## src/rtl/ovl_rs_pkg.sv

```systemverilog
package ovl_rs_pkg;
   typedef enum logic {
      RS_FILL = 1'b0,
      RS_EMIT = 1'b1
   } rs_state_e;

   localparam logic COEF_PORT_INDEX = 1'b0;
   localparam logic COEF_PORT_DATA  = 1'b1;
endpackage

```

## src/rtl/ovl_rs_coef_bank.sv

```systemverilog
module ovl_rs_coef_bank
   import ovl_rs_pkg::*;
#(
   parameter int ENTRIES = 33,
   parameter int TAPS    = 4,
   parameter int COEF_W  = 8,
   parameter int IDX_W   = 6
) (
   input  logic                     clk,
   input  logic                     rst_n,
   input  logic                     wr_en,
   input  logic                     wr_sel,
   input  logic [TAPS*COEF_W-1:0]   wr_data,
   input  logic [IDX_W-1:0]         ph_idx,
   output logic [TAPS*COEF_W-1:0]   taps_flat
);
   localparam int WORD_W = TAPS * COEF_W;
   localparam int PTR_W  = $clog2(ENTRIES + 1);
   localparam int SPAN   = 1 << IDX_W;

   if (ENTRIES != SPAN / 2 + 1) begin : g_bad_entries
      $error("coefficient entries must cover half the phase span plus one");
   end
   if (WORD_W < PTR_W) begin : g_bad_word
      $error("coefficient word too narrow for the index");
   end

   logic [WORD_W-1:0] bank [ENTRIES];
   logic [PTR_W-1:0]  ptr;

   always_ff @(posedge clk or negedge rst_n) begin
      if (!rst_n) begin
         ptr <= '0;
         for (int e = 0; e < ENTRIES; e++) bank[e] <= '0;
      end else if (wr_en) begin
         if (wr_sel == COEF_PORT_INDEX) begin
            ptr <= (wr_data >= WORD_W'(ENTRIES)) ? PTR_W'(ENTRIES) : wr_data[PTR_W-1:0];
         end else if (ptr < PTR_W'(ENTRIES)) begin
            bank[ptr] <= wr_data;
            ptr       <= ptr + PTR_W'(1);
         end
      end
   end

   // phase lookup with mirroring of the upper half
   logic             mirror;
   logic [IDX_W:0]   entry_w;
   logic [PTR_W-1:0] entry;
   logic [WORD_W-1:0] word;

   always_comb begin
      mirror  = {1'b0, ph_idx} > (IDX_W+1)'(ENTRIES - 1);
      entry_w = mirror ? ((IDX_W+1)'(SPAN) - {1'b0, ph_idx}) : {1'b0, ph_idx};
      entry   = PTR_W'(entry_w);
      word    = bank[entry];
   end

   for (genvar i = 0; i < TAPS; i++) begin : g_lane
      assign taps_flat[(TAPS-1-i)*COEF_W +: COEF_W] =
         mirror ? word[i*COEF_W +: COEF_W] : word[(TAPS-1-i)*COEF_W +: COEF_W];
   end

   // pointer never runs past the table
   p_ptr_bound_r2: assert property (@(posedge clk) disable iff (!rst_n)
      ptr <= PTR_W'(ENTRIES));

   // a data write below the end advances the pointer by one
   p_data_advance_r2: assert property (@(posedge clk) disable iff (!rst_n)
      (wr_en && wr_sel == COEF_PORT_DATA && ptr < PTR_W'(ENTRIES))
      |=> ptr == $past(ptr) + PTR_W'(1));
endmodule

```

## src/rtl/ovl_rs_line_store.sv

```systemverilog
module ovl_rs_line_store #(
   parameter int PIX_W = 8,
   parameter int MAX_W = 64,
   parameter int TAPS  = 4,
   parameter int POS_W = 11
) (
   input  logic                           clk,
   input  logic                           wr_en,
   input  logic [$clog2(MAX_W)-1:0]       wr_addr,
   input  logic [PIX_W-1:0]               wr_data,
   input  logic [POS_W-1:0]               centre,
   input  logic [$clog2(MAX_W)-1:0]       last_idx,
   output logic [TAPS*PIX_W-1:0]          rd_flat
);
   localparam int ADDR_W = $clog2(MAX_W);
   localparam int IX_W   = POS_W + 2;
   localparam int LEAD   = TAPS / 2 - 1;

   if (IX_W <= ADDR_W) begin : g_bad_pos
      $error("position width must exceed the address width");
   end

   logic [PIX_W-1:0] mem [MAX_W];

   always_ff @(posedge clk) begin
      if (wr_en) mem[wr_addr] <= wr_data;
   end

   logic signed [IX_W-1:0] last_x;
   assign last_x = $signed({{(IX_W-ADDR_W){1'b0}}, last_idx});

   for (genvar i = 0; i < TAPS; i++) begin : g_rd
      logic signed [IX_W-1:0] want;
      logic [ADDR_W-1:0]      addr;
      always_comb begin
         want = $signed({2'b00, centre}) + IX_W'(i) - IX_W'(LEAD);
         if (want < 0)           addr = '0;
         else if (want > last_x) addr = last_idx;
         else                    addr = want[ADDR_W-1:0];
      end
      assign rd_flat[(TAPS-1-i)*PIX_W +: PIX_W] = mem[addr];
   end
endmodule

```

## src/rtl/ovl_rs_mac.sv

```systemverilog
module ovl_rs_mac #(
   parameter int TAPS   = 4,
   parameter int COEF_W = 8,
   parameter int PIX_W  = 8,
   parameter int FRAC   = 7
) (
   input  logic                    clk,
   input  logic                    rst_n,
   input  logic [TAPS*COEF_W-1:0]  taps_flat,
   input  logic [TAPS*PIX_W-1:0]   pix_flat,
   output logic [PIX_W-1:0]        result
);
   localparam int TAP_X  = COEF_W + 1;
   localparam int PROD_W = TAP_X + PIX_W + 1;
   localparam int SUM_W  = PROD_W + $clog2(TAPS) + 1;
   localparam int LEAD   = TAPS / 2 - 1;
   localparam logic [COEF_W-1:0] FULL_CODE = COEF_W'(1) << (COEF_W - 1);
   localparam logic [TAPS*COEF_W-1:0] UNITY =
      (TAPS*COEF_W)'(FULL_CODE) << ((TAPS-1-LEAD)*COEF_W);
   localparam logic signed [SUM_W-1:0] ROUND = SUM_W'(1) << (FRAC - 1);
   localparam logic signed [SUM_W-1:0] TOP   = SUM_W'((1 << PIX_W) - 1);

   if (FRAC != COEF_W - 1) begin : g_bad_frac
      $error("unity gain must be the full-scale tap code");
   end

   logic signed [PROD_W-1:0] prod [TAPS];

   for (genvar i = 0; i < TAPS; i++) begin : g_tap
      logic [COEF_W-1:0]        raw;
      logic signed [TAP_X-1:0]  tap_x;
      logic signed [PIX_W:0]    pix_x;
      assign raw   = taps_flat[(TAPS-1-i)*COEF_W +: COEF_W];
      // the full-scale code stands for +unity, never for its negative
      assign tap_x = (raw == FULL_CODE) ? $signed({1'b0, raw}) : $signed({raw[COEF_W-1], raw});
      assign pix_x = $signed({1'b0, pix_flat[(TAPS-1-i)*PIX_W +: PIX_W]});
      assign prod[i] = tap_x * pix_x;
   end

   logic signed [SUM_W-1:0] acc;
   logic signed [SUM_W-1:0] rounded;

   always_comb begin
      acc = '0;
      for (int i = 0; i < TAPS; i++) acc = acc + SUM_W'(prod[i]);
      rounded = (acc + ROUND) >>> FRAC;
      if (rounded < 0)        result = '0;
      else if (rounded > TOP) result = '1;
      else                    result = rounded[PIX_W-1:0];
   end

   // the full-scale centre tap passes the centre pixel unchanged
   p_unity_tap_r11: assert property (@(posedge clk) disable iff (!rst_n)
      (taps_flat == UNITY) |-> result == pix_flat[(TAPS-1-LEAD)*PIX_W +: PIX_W]);
endmodule

```

## src/rtl/ovl_rs_phase.sv

```systemverilog
module ovl_rs_phase #(
   parameter int STEP_W = 28,
   parameter int ACC_W  = 35,
   parameter int FRAC   = 24,
   parameter int IDX_W  = 6
) (
   input  logic                    clk,
   input  logic                    rst_n,
   input  logic                    clr,
   input  logic                    adv,
   input  logic [STEP_W-1:0]       step,
   output logic [ACC_W-FRAC-1:0]   pos,
   output logic [IDX_W-1:0]        ph_idx
);
   if (ACC_W <= STEP_W || FRAC < IDX_W) begin : g_bad_acc
      $error("accumulator must be wider than the step and hold the index");
   end

   logic [ACC_W-1:0] acc;

   always_ff @(posedge clk or negedge rst_n) begin
      if (!rst_n)   acc <= '0;
      else if (clr) acc <= '0;
      else if (adv) acc <= acc + ACC_W'(step);
   end

   assign pos    = acc[ACC_W-1:FRAC];
   assign ph_idx = acc[FRAC-1 -: IDX_W];

   // each advance with a nonzero step moves the position forward
   p_acc_advance_r5: assert property (@(posedge clk) disable iff (!rst_n)
      (adv && !clr && step != '0) |=> acc > $past(acc));
endmodule

```

## src/rtl/ovl_hresampler.sv

```systemverilog
module ovl_hresampler
   import ovl_rs_pkg::*;
#(
   parameter int PIX_W     = 8,
   parameter int MAX_W     = 64,
   parameter int TAPS      = 4,
   parameter int COEF_W    = 8,
   parameter int COEF_FRAC = 7,
   parameter int ENTRIES   = 33,
   parameter int IDX_W     = 6,
   parameter int PH_FRAC   = 24,
   parameter int STEP_W    = 28
) (
   input  logic                          clk,
   input  logic                          rst_n,
   input  logic                          cfg_scale_en,
   input  logic                          cfg_path_en,
   input  logic [$clog2(MAX_W+1)-1:0]    cfg_src_width,
   input  logic [$clog2(MAX_W+1)-1:0]    cfg_dst_width,
   input  logic [STEP_W-1:0]             cfg_step,
   input  logic                          coef_wr,
   input  logic                          coef_sel,
   input  logic [TAPS*COEF_W-1:0]        coef_wdata,
   input  logic                          in_valid,
   output logic                          in_ready,
   input  logic [PIX_W-1:0]              in_data,
   output logic                          out_valid,
   input  logic                          out_ready,
   output logic [PIX_W-1:0]              out_data
);
   localparam int WIDTH_W = $clog2(MAX_W + 1);
   localparam int ADDR_W  = $clog2(MAX_W);
   localparam int ACC_W   = STEP_W + WIDTH_W;
   localparam int POS_W   = ACC_W - PH_FRAC;

   if (TAPS != 4) begin : g_bad_taps
      $error("filter bank length must be four taps");
   end
   if (STEP_W <= PH_FRAC) begin : g_bad_step
      $error("step needs integer bits above the fraction");
   end

   rs_state_e           state;
   logic [WIDTH_W-1:0]  wr_cnt;
   logic [WIDTH_W-1:0]  emit_cnt;
   logic                ov_q;
   logic [PIX_W-1:0]    od_q;

   logic bypass, eng_ready, fill_acc, fill_last, slot_free, load, done;

   always_comb begin
      bypass    = !(cfg_scale_en && cfg_path_en);
      eng_ready = !bypass && out_ready;
      fill_acc  = !bypass && (state == RS_FILL) && in_valid;
      fill_last = fill_acc && (wr_cnt == cfg_src_width - WIDTH_W'(1));
      slot_free = !ov_q || eng_ready;
      load      = (state == RS_EMIT) && (emit_cnt < cfg_dst_width) && slot_free;
      done      = (state == RS_EMIT) && (emit_cnt == cfg_dst_width) && slot_free;
   end

   logic [POS_W-1:0]          centre;
   logic [IDX_W-1:0]          ph_idx;
   logic [TAPS*COEF_W-1:0]    taps_flat;
   logic [TAPS*PIX_W-1:0]     pix_flat;
   logic [PIX_W-1:0]          mac_out;

   ovl_rs_phase #(
      .STEP_W (STEP_W),
      .ACC_W  (ACC_W),
      .FRAC   (PH_FRAC),
      .IDX_W  (IDX_W)
   ) i_phase (
      .clk    (clk),
      .rst_n  (rst_n),
      .clr    (done),
      .adv    (load),
      .step   (cfg_step),
      .pos    (centre),
      .ph_idx (ph_idx)
   );

   ovl_rs_coef_bank #(
      .ENTRIES (ENTRIES),
      .TAPS    (TAPS),
      .COEF_W  (COEF_W),
      .IDX_W   (IDX_W)
   ) i_coef (
      .clk       (clk),
      .rst_n     (rst_n),
      .wr_en     (coef_wr),
      .wr_sel    (coef_sel),
      .wr_data   (coef_wdata),
      .ph_idx    (ph_idx),
      .taps_flat (taps_flat)
   );

   ovl_rs_line_store #(
      .PIX_W (PIX_W),
      .MAX_W (MAX_W),
      .TAPS  (TAPS),
      .POS_W (POS_W)
   ) i_store (
      .clk      (clk),
      .wr_en    (fill_acc),
      .wr_addr  (wr_cnt[ADDR_W-1:0]),
      .wr_data  (in_data),
      .centre   (centre),
      .last_idx (ADDR_W'(cfg_src_width - WIDTH_W'(1))),
      .rd_flat  (pix_flat)
   );

   ovl_rs_mac #(
      .TAPS   (TAPS),
      .COEF_W (COEF_W),
      .PIX_W  (PIX_W),
      .FRAC   (COEF_FRAC)
   ) i_mac (
      .clk       (clk),
      .rst_n     (rst_n),
      .taps_flat (taps_flat),
      .pix_flat  (pix_flat),
      .result    (mac_out)
   );

   always_ff @(posedge clk or negedge rst_n) begin
      if (!rst_n) begin
         state    <= RS_FILL;
         wr_cnt   <= '0;
         emit_cnt <= '0;
         ov_q     <= 1'b0;
         od_q     <= '0;
      end else begin
         if (fill_acc) begin
            wr_cnt <= fill_last ? '0 : wr_cnt + WIDTH_W'(1);
            if (fill_last) state <= RS_EMIT;
         end
         if (ov_q && eng_ready) ov_q <= 1'b0;
         if (load) begin
            od_q     <= mac_out;
            ov_q     <= 1'b1;
            emit_cnt <= emit_cnt + WIDTH_W'(1);
         end
         if (done) begin
            state    <= RS_FILL;
            emit_cnt <= '0;
         end
      end
   end

   assign in_ready  = bypass ? out_ready : (state == RS_FILL);
   assign out_valid = bypass ? in_valid  : ov_q;
   assign out_data  = bypass ? in_data   : od_q;

   // a stalled output keeps its value
   p_out_hold_r9: assert property (@(posedge clk) disable iff (!rst_n)
      (ov_q && !eng_ready) |=> (ov_q && $stable(od_q)));

   // fill count stays inside the line store
   p_fill_bound_r4: assert property (@(posedge clk) disable iff (!rst_n)
      wr_cnt < WIDTH_W'(MAX_W));

   // no more outputs than the destination width
   p_emit_bound_r4: assert property (@(posedge clk) disable iff (!rst_n)
      emit_cnt <= cfg_dst_width);
endmodule

```

## config.mk

```make
export PLATFORM = sky130hd
export DESIGN_NAME = ovl_hresampler
export DESIGN_NICKNAME = d
export VERILOG_FILES = /design/src/rtl/ovl_rs_pkg.sv /design/src/rtl/ovl_rs_coef_bank.sv /design/src/rtl/ovl_rs_line_store.sv /design/src/rtl/ovl_rs_mac.sv /design/src/rtl/ovl_rs_phase.sv /design/src/rtl/ovl_hresampler.sv
export SDC_FILE = /design/constraint.sdc
export NUM_CORES = 2
export LEC_CHECK = 0
export BUFFER_PORTS_ARGS = -buffer_cell sky130_fd_sc_hd__buf_2
export CAP_MARGIN = 20
export CORE_MARGIN = 10
export CORE_UTILIZATION = 43
export DETAILED_ROUTE_END_ITERATION = 8
export HOLD_SLACK_MARGIN = 0.12
export PLACE_DENSITY = 0.67
export SYNTH_ARGS = -nofsm -noshare
export SYNTH_HDL_FRONTEND = slang
export SYNTH_HIERARCHICAL = 1
export SYNTH_SLANG_ARGS = --single-unit
```

## constraint.sdc

```tcl
create_clock -name clk -period 10.8 [get_ports clk]
set_input_delay 0.54 -clock clk [delete_from_list [all_inputs] [get_ports clk]]
set_output_delay 0.54 -clock clk [all_outputs]
set_load 0.01 [all_outputs]
```

Word-level counts from Yosys, hierarchy flattened
Memory sizes are Yosys's and may differ from the RTL's. Index checks and enable logic that the tools add are counted.

Output and inout port bits: 10. Bits in writable memories: 512. Flip-flop bits (word level): 1121. Memories: 1. Word-level logic and storage cells: 152.

Memory list: i_store.mem (depth 64, width 8, read ports 4, clocked after memory_dff 0, write ports 1, line ovl_rs_line_store.sv:23) `logic [PIX_W-1:0] mem [MAX_W];`.

Bitwise gates (word level): 3. Reductions and logical operators: 20. $add $sub $neg: 17. Multipliers: 4. Eq/ne operators: 7. Magnitude comparators: 17. Multiplexer cells: 43.

Operators with widths (count): 1056-bit bitwise mux (1); 32-bit binary-select mux with 6-bit select (1); 32-bit demux with 6-bit select (1); 32-bit two-way mux (3); 9-bit by 9-bit multiplier with 18-bit output (4); 6-bit two-way mux (12); 35-bit two-way mux (2); 8-bit two-way mux (7); 13-bit by 7-bit greater-than comparator with 1-bit output (3); 13-bit by 1-bit < comparator with 1-bit output, second input constant (3); 12-bit by 1-bit subtractor with 13-bit output, second input constant (3); 9-bit two-way mux (4); 35-bit by 28-bit adder with 35-bit output (1); 8-bit == test, second input constant (4); 32-bit by 6-bit >= comparator with 1-bit output, second input constant (1); 11-bit by 2-bit adder with 12-bit output, second input constant (2); 21-bit by 18-bit adder with 21-bit output (1); 21-bit by 8-bit adder with 21-bit output, second input constant (1); 7-bit two-way mux (3); 19-bit by 18-bit adder with 20-bit output (1); 18-bit by 18-bit adder with 19-bit output (1); 7-bit by 1-bit adder with 7-bit output, second input constant (2); 7-bit == test (2); 7-bit >= comparator, second input constant (2); 23 further kinds (46).

Longest topological paths before layout
Depth after elaboration: 17. Depth in mapped cells: 48. Mapped depth without buffers: 42.

Cells and area by module
The synthesis kept the hierarchy.

Modules (own cells, without submodules): ovl_rs_coef_bank (times used 1, cells an instance 4175, area an instance 50149.3 um^2, seq. area each 26575.5 um^2); ovl_rs_line_store (times used 1, cells an instance 4083, area an instance 36217.2 um^2, seq. area each 15374.7 um^2); ovl_rs_mac (times used 1, cells an instance 1367, area an instance 12674.7 um^2, seq. area each 0.0 um^2); ovl_rs_phase (times used 1, cells an instance 402, area an instance 3427.0 um^2, seq. area each 875.8 um^2); ovl_hresampler (times used 1, cells an instance 175, area an instance 1749.2 um^2, seq. area each 600.6 um^2).

Least setup slack after synthesis
No wires, ideal clock.

Path kind: reg-to-reg. Start: reg i_phase.acc[26]. End: reg od_q[6]. Cell stages (with the launch flop): 44. Library setup time: 0.125 ns. Clock period less this slack: 11.710 ns. Data arrival time: 11.585 ns. Required time: 10.675 ns. Setup slack: -0.910 ns. Path through: dfrtp_1 buf_4 clkbuf_1 inv_1 ha_1 a21bo_2 or2_2 xnor2_1 ha_1 a21o_1 a2111oi_0 o2111ai_1 or2_2 buf_4 o21ai_2 nand2_1 buf_4 mux2i_1 (+8 left out) fa_1 inv_1 fa_1 fa_1 inv_1 fa_1 fa_1 inv_1 fa_1 inv_1 ha_1 a211o_1 o22a_1 o22ai_1 o311ai_2 a211oi_4 a21oi_1 mux2_4.

RTL lines: start, declared (line ovl_rs_phase.sv:19) `logic [ACC_W-1:0] acc;`; start signal, assigned (line ovl_rs_phase.sv:24) `else if (adv) acc <= acc + ACC_W'(step);`; 11-bit by 1-bit subtractor with 12-bit output (*) (line ovl_rs_line_store.sv:36) `want = $signed({2'b00, centre}) + IX_W'(i) - IX_W'(LEAD);`; 12-bit by 7-bit greater-than comparator with 1-bit output (line ovl_rs_line_store.sv:38) `else if (want > last_x) addr = last_idx;`; 6-bit two-way mux (line ovl_rs_line_store.sv:38); 6-bit two-way mux (*) (line ovl_rs_line_store.sv:37) `if (want < 0) addr = '0;`; memory 64 x 8 bit (*); net pix_flat[24] (line ovl_hresampler.sv:64) `logic [TAPS*PIX_W-1:0] pix_flat;`; 9-bit by 9-bit multiplier with 18-bit output (*) (line ovl_rs_mac.sv:37) `assign prod[i] = tap_x * pix_x;`; 18-bit by 18-bit adder with 19-bit output (*) (line ovl_rs_mac.sv:45) `for (int i = 0; i < TAPS; i++) acc = acc + SUM_W'(prod[i]);`; 19-bit by 18-bit adder with 20-bit output (*) (line ovl_rs_mac.sv:45); 21-bit by 18-bit adder with 21-bit output (*) (line ovl_rs_mac.sv:45); 21-bit by 8-bit adder with 21-bit output (*) (line ovl_rs_mac.sv:46) `rounded = (acc + ROUND) >>> FRAC;`; 14-bit by 9-bit greater-than comparator with 1-bit output (line ovl_rs_mac.sv:48) `else if (rounded > TOP) result = '1;`; 8-bit two-way mux (line ovl_rs_mac.sv:48); 8-bit two-way mux (*) (line ovl_rs_mac.sv:47) `if (rounded < 0) result = '0;`; net mac_out[6] (line ovl_hresampler.sv:65) `logic [PIX_W-1:0] mac_out;`; end signal, assigned (line ovl_hresampler.sv:139) `od_q <= mac_out;`; end, declared (line ovl_hresampler.sv:47) `logic [PIX_W-1:0] od_q;`.

The timed path passes the listed nets; every way through them passes the cells marked *. A chain may end at the register's enable or synchronous reset.

Worst setup path after layout
Ends and elaborated chain as after synthesis.

==> flow_summary.ini <==
[finish]
fillers = 21100
synthToLayoutAreaGrowth_pct = 21.1
nNetsFinal = 11700
fin_util_pct = 52.4
drive_above_1_share_pct = 28.4

[synthesis]
synth-adder-area-share_pct = 9.05
ys.flop_type = dfrtp_1
ys_warn_count = 6
async_reset_ff_share_pct = 68.6
yosys_register_bits = 1633
muxShareOfSynthArea_pct = 17.2
yosysSeqAreaShare_pct = 41.7
syn_nets = 10800
avgSynthCellArea_sq_um = 10.2
synth_compound_area_share_pct = 12.9
synth_xor_area_share_pct = 0.682
syn_inst = 10200
yosys.area_share.simple_pct = 13.2
syn_area_sq_mm = 0.104
synth_top_family_by_area = multiplexers
yosysUniqueCellTypes = 126
synth_edf_count = 512

[floorplanning]
die_h_um = 512
fp.dieW_um = 512
dieArea_sq_mm = 0.262
start_util_pct = 43.3
core_area_sq_mm = 0.241
io_pins = 100
num_rows = 180

[clock_network]
cts_tree = built
cts_sinks = 1633
cts.clk_slew.worst_paths_ps = 60
cts-root-buf = clkbuf_16
insertion_delay_ps = 900
cts_buffers = 178
htree_levels = 4
clockBufferDepth = 3

[outcome]
violations = setup timing
status = finished with violations

[routing]
drc = 0
drtIter0Drc = 12400
drt_pass1_iterations = 8
viasPerCell = 6.45
post_drt_wl_per_cell_um = 32.4
routed_wl_um = 467000
ant_nets = 0
via_count = 93100

[hold_path]
hold_path.class = in -> reg
whs_endpoint = i_phase/acc[1]$_DFFE_PN0P_
min_path_cells = 4
min_from = cfg_step[1]

[setup_path]
worstPathRequired_ps = 11520
r2r-end = od_q[6]$_DFFE_PN0P_
crit_slowest_cell = a2111oi_4
crit_type = reg -> reg
cp.arrival_ps = 12300
r2r_setup_slack_ps = -780
critPathMaxStageDelay_ps = 560
crit_fanout = 8
worst_path_most_repeated_cell = fa_1
cp-start-kind = flip-flop
ff2ff_path_depth = 44
end_kind = flip-flop
r2r_start = i_phase/acc[26]$_DFFE_PN0P_

[place]
routabilityCongestion = 1.07
port_buffers = 99
dp_hpwl_um = 335000

[timing]
setup_slack_ps = -777
max-slew-margin-rel_pct = 19.1
rsz0062_at_grt = yes
setup_viol = 8
worst_slew_pin_slew_ps = 1210
drv_slew = 0
hold_viol_final = 0
finalCritPeriodShare_pct = 107
fin_crit_ps = 11580
clock_skew_ps = 90.3
fmax_mhz = 86.4

[grt]
grt_pass1_wl_um = 664000
grt_start_max_net_pins = 175
grt_antenna_before_repair = 30
grt.overflow.total = 0
grt_pass1_vias = 91400
grtUsageTotal_pct = 34.2

[job]
maxCapViolations = 0
## cell families (layout without fill, tap and decap cells)
| logic type | count (synthesis) | in the layout |
|---|---|---|
| AOI/OAI and AO/OA | 1989 | 1989 |
| xor gates and xnor gates | 77 | 77 |
| adders and majority gates | 549 | 549 |
| buffers and inverters | 1347 | 2363 |
| DFF | 1633 | 1633 |
| muxes | 1633 | 1633 |
| other | 0 | 19 |
| and+or+nand+nor | 2974 | 2974 |
## worst max-delay path by stage
stage,startpoint,end,depth (start not counted)
after floorplan,i_phase/acc[26]$_DFFE_PN0P_,od_q[0]$_DFFE_PN0P_,42
after global placement,cfg_src_width[0],od_q[6]$_DFFE_PN0P_,45
after detailed placement,cfg_src_width[0],od_q[5]$_DFFE_PN0P_,43
after CTS,i_phase/acc[25]$_DFFE_PN0P_,od_q[1]$_DFFE_PN0P_,43
after global routing,i_phase/acc[26]$_DFFE_PN0P_,od_q[1]$_DFFE_PN0P_,46
final,i_phase/acc[26]$_DFFE_PN0P_,od_q[6]$_DFFE_PN0P_,44
## layout make-up
class	count	area, sq um	share of cell area, %
well taps	3185	3990	3.16
flip-flops and latches	1633	43400	34.4
diodes	19	47.5	0.0377
multi-input cells	7222	56700	44.9
inverters	519	1950	1.55
clock inverters	78	958	0.759
clock buffers	242	5080	4.02
repair buffers	1524	14100	11.2
## state kept, by name, summed over array words and instances (netlist names)
name	cells
wr_cnt	7
ov_q	1
i_phase/acc	35
i_coef/bank	1056
i_coef/ptr	6
emit_cnt	7
i_store/mem	512
od_q	8
state	1
## synth_stat cells (all sizes together) (23+ instances only)
cell,count,area (sq um)
nand2,1548,5820
dfrtp,1121,28100
mux2,1105,12500
a21oi,565,2840
clkbuf,553,2130
inv,515,1930
mux2i,513,5130
edfxtp,512,15400
nand3,482,2420
fa,342,6850
buf,275,1440
o21ai,269,1360
nor2,215,826
ha,207,2590
and2,173,1080
a31oi,160,1010
a32oi,137,1200
o22ai,134,851
a211oi,131,1000
and3,113,707
nor3,96,513
nor4,87,551
a22oi,85,638
nand4,79,494
nand2b,65,407
o211ai,63,473
o31ai,48,379
xnor2,47,419
a32o,41,410
a21o,34,259
a211o,31,273
a41oi,31,279
xor2,28,245
o32ai,26,228
o2111ai,25,219
a2111oi,24,223
a221o,23,230
## repair_timing
item,4_1_cts,5_1_grt
endpoints found under the setup margin,8,8
gates resized for setup,97,10
buffers inserted,21,0
gates cloned,2,0
hold buffers,7,0
endpoints found under the hold margin,118,0
pin swaps,35,7
## worst max-delay path: cells and delay by family (launching register included)
| kind | cells | cell delay (ps) |
|---|---|---|
| compound gates | 12 | 3030 |
| xor+xnor | 1 | 150 |
| fa+ha+maj | 11 | 4810 |
| buf+inv | 11 | 1210 |
| flops | 1 | 410 |
| mux | 1 | 260 |
| simple gates | 8 | 1580 |
## layout by cell type, fill, tap and decap left out, types with 26 or more instances in the layout
cell type / netlist / final
nor3_1: 92 / 89
clkbuf_8: 5 / 32
clkbuf_1: 548 / 29
ha_1: 207 / 195
and3_1: 113 / 111
dfrtp_1: 1121 / 1120
xor2_1: 28 / 26
xnor2_1: 46 / 42
nand2_1: 1546 / 1524
a31oi_1: 158 / 150
o211ai_1: 63 / 63
o22ai_1: 132 / 130
nand2b_1: 65 / 64
o21ai_0: 240 / 231
nor2_1: 213 / 190
a21o_1: 31 / 31
buf_4: 37 / 1176
fa_1: 342 / 328
o32ai_1: 26 / 26
edfxtp_1: 512 / 512
a21oi_1: 563 / 552
a32o_1: 41 / 41
a32oi_1: 137 / 137
mux2_2: 1093 / 1092
clkbuf_16: 0 / 181
a211oi_1: 129 / 126
o21ai_1: 26 / 28
buf_12: 0 / 214
a211o_1: 30 / 30
mux2i_1: 513 / 503
nand4_1: 79 / 79
o31ai_1: 46 / 40
inv_1: 515 / 502
nand3_1: 481 / 480
a22oi_1: 85 / 84
and2_1: 173 / 167
buf_2: 144 / 99
nor4_1: 86 / 77
## metrics by stage
step                      cell area, sq um  setup TNS [ps]  hold WS [ps]  std cells  setup slack (ps)
after floorplan                     105000               0           244      10200              2.03
after global placement              119000          -11600           478      14000             -1460
after detailed placement            119000          -12310           482      14000             -1570
after CTS                           126000           -4500           120      14400              -576
after global routing                126000           -8610           192      14400             -1090
final                               126000           -6120           158      14400              -777
## routing by layer
metal / GRT usage, % / wire, um
met5: 0 / 80
met4: 16.2 / 26400
met3: 9.65 / 55400
met2: 49.9 / 197000
met1: 46.9 / 188000
Power is left out: the tool's default activity adds up to more than one toggle a clock period on the data nets, which glitch-free logic cannot reach.
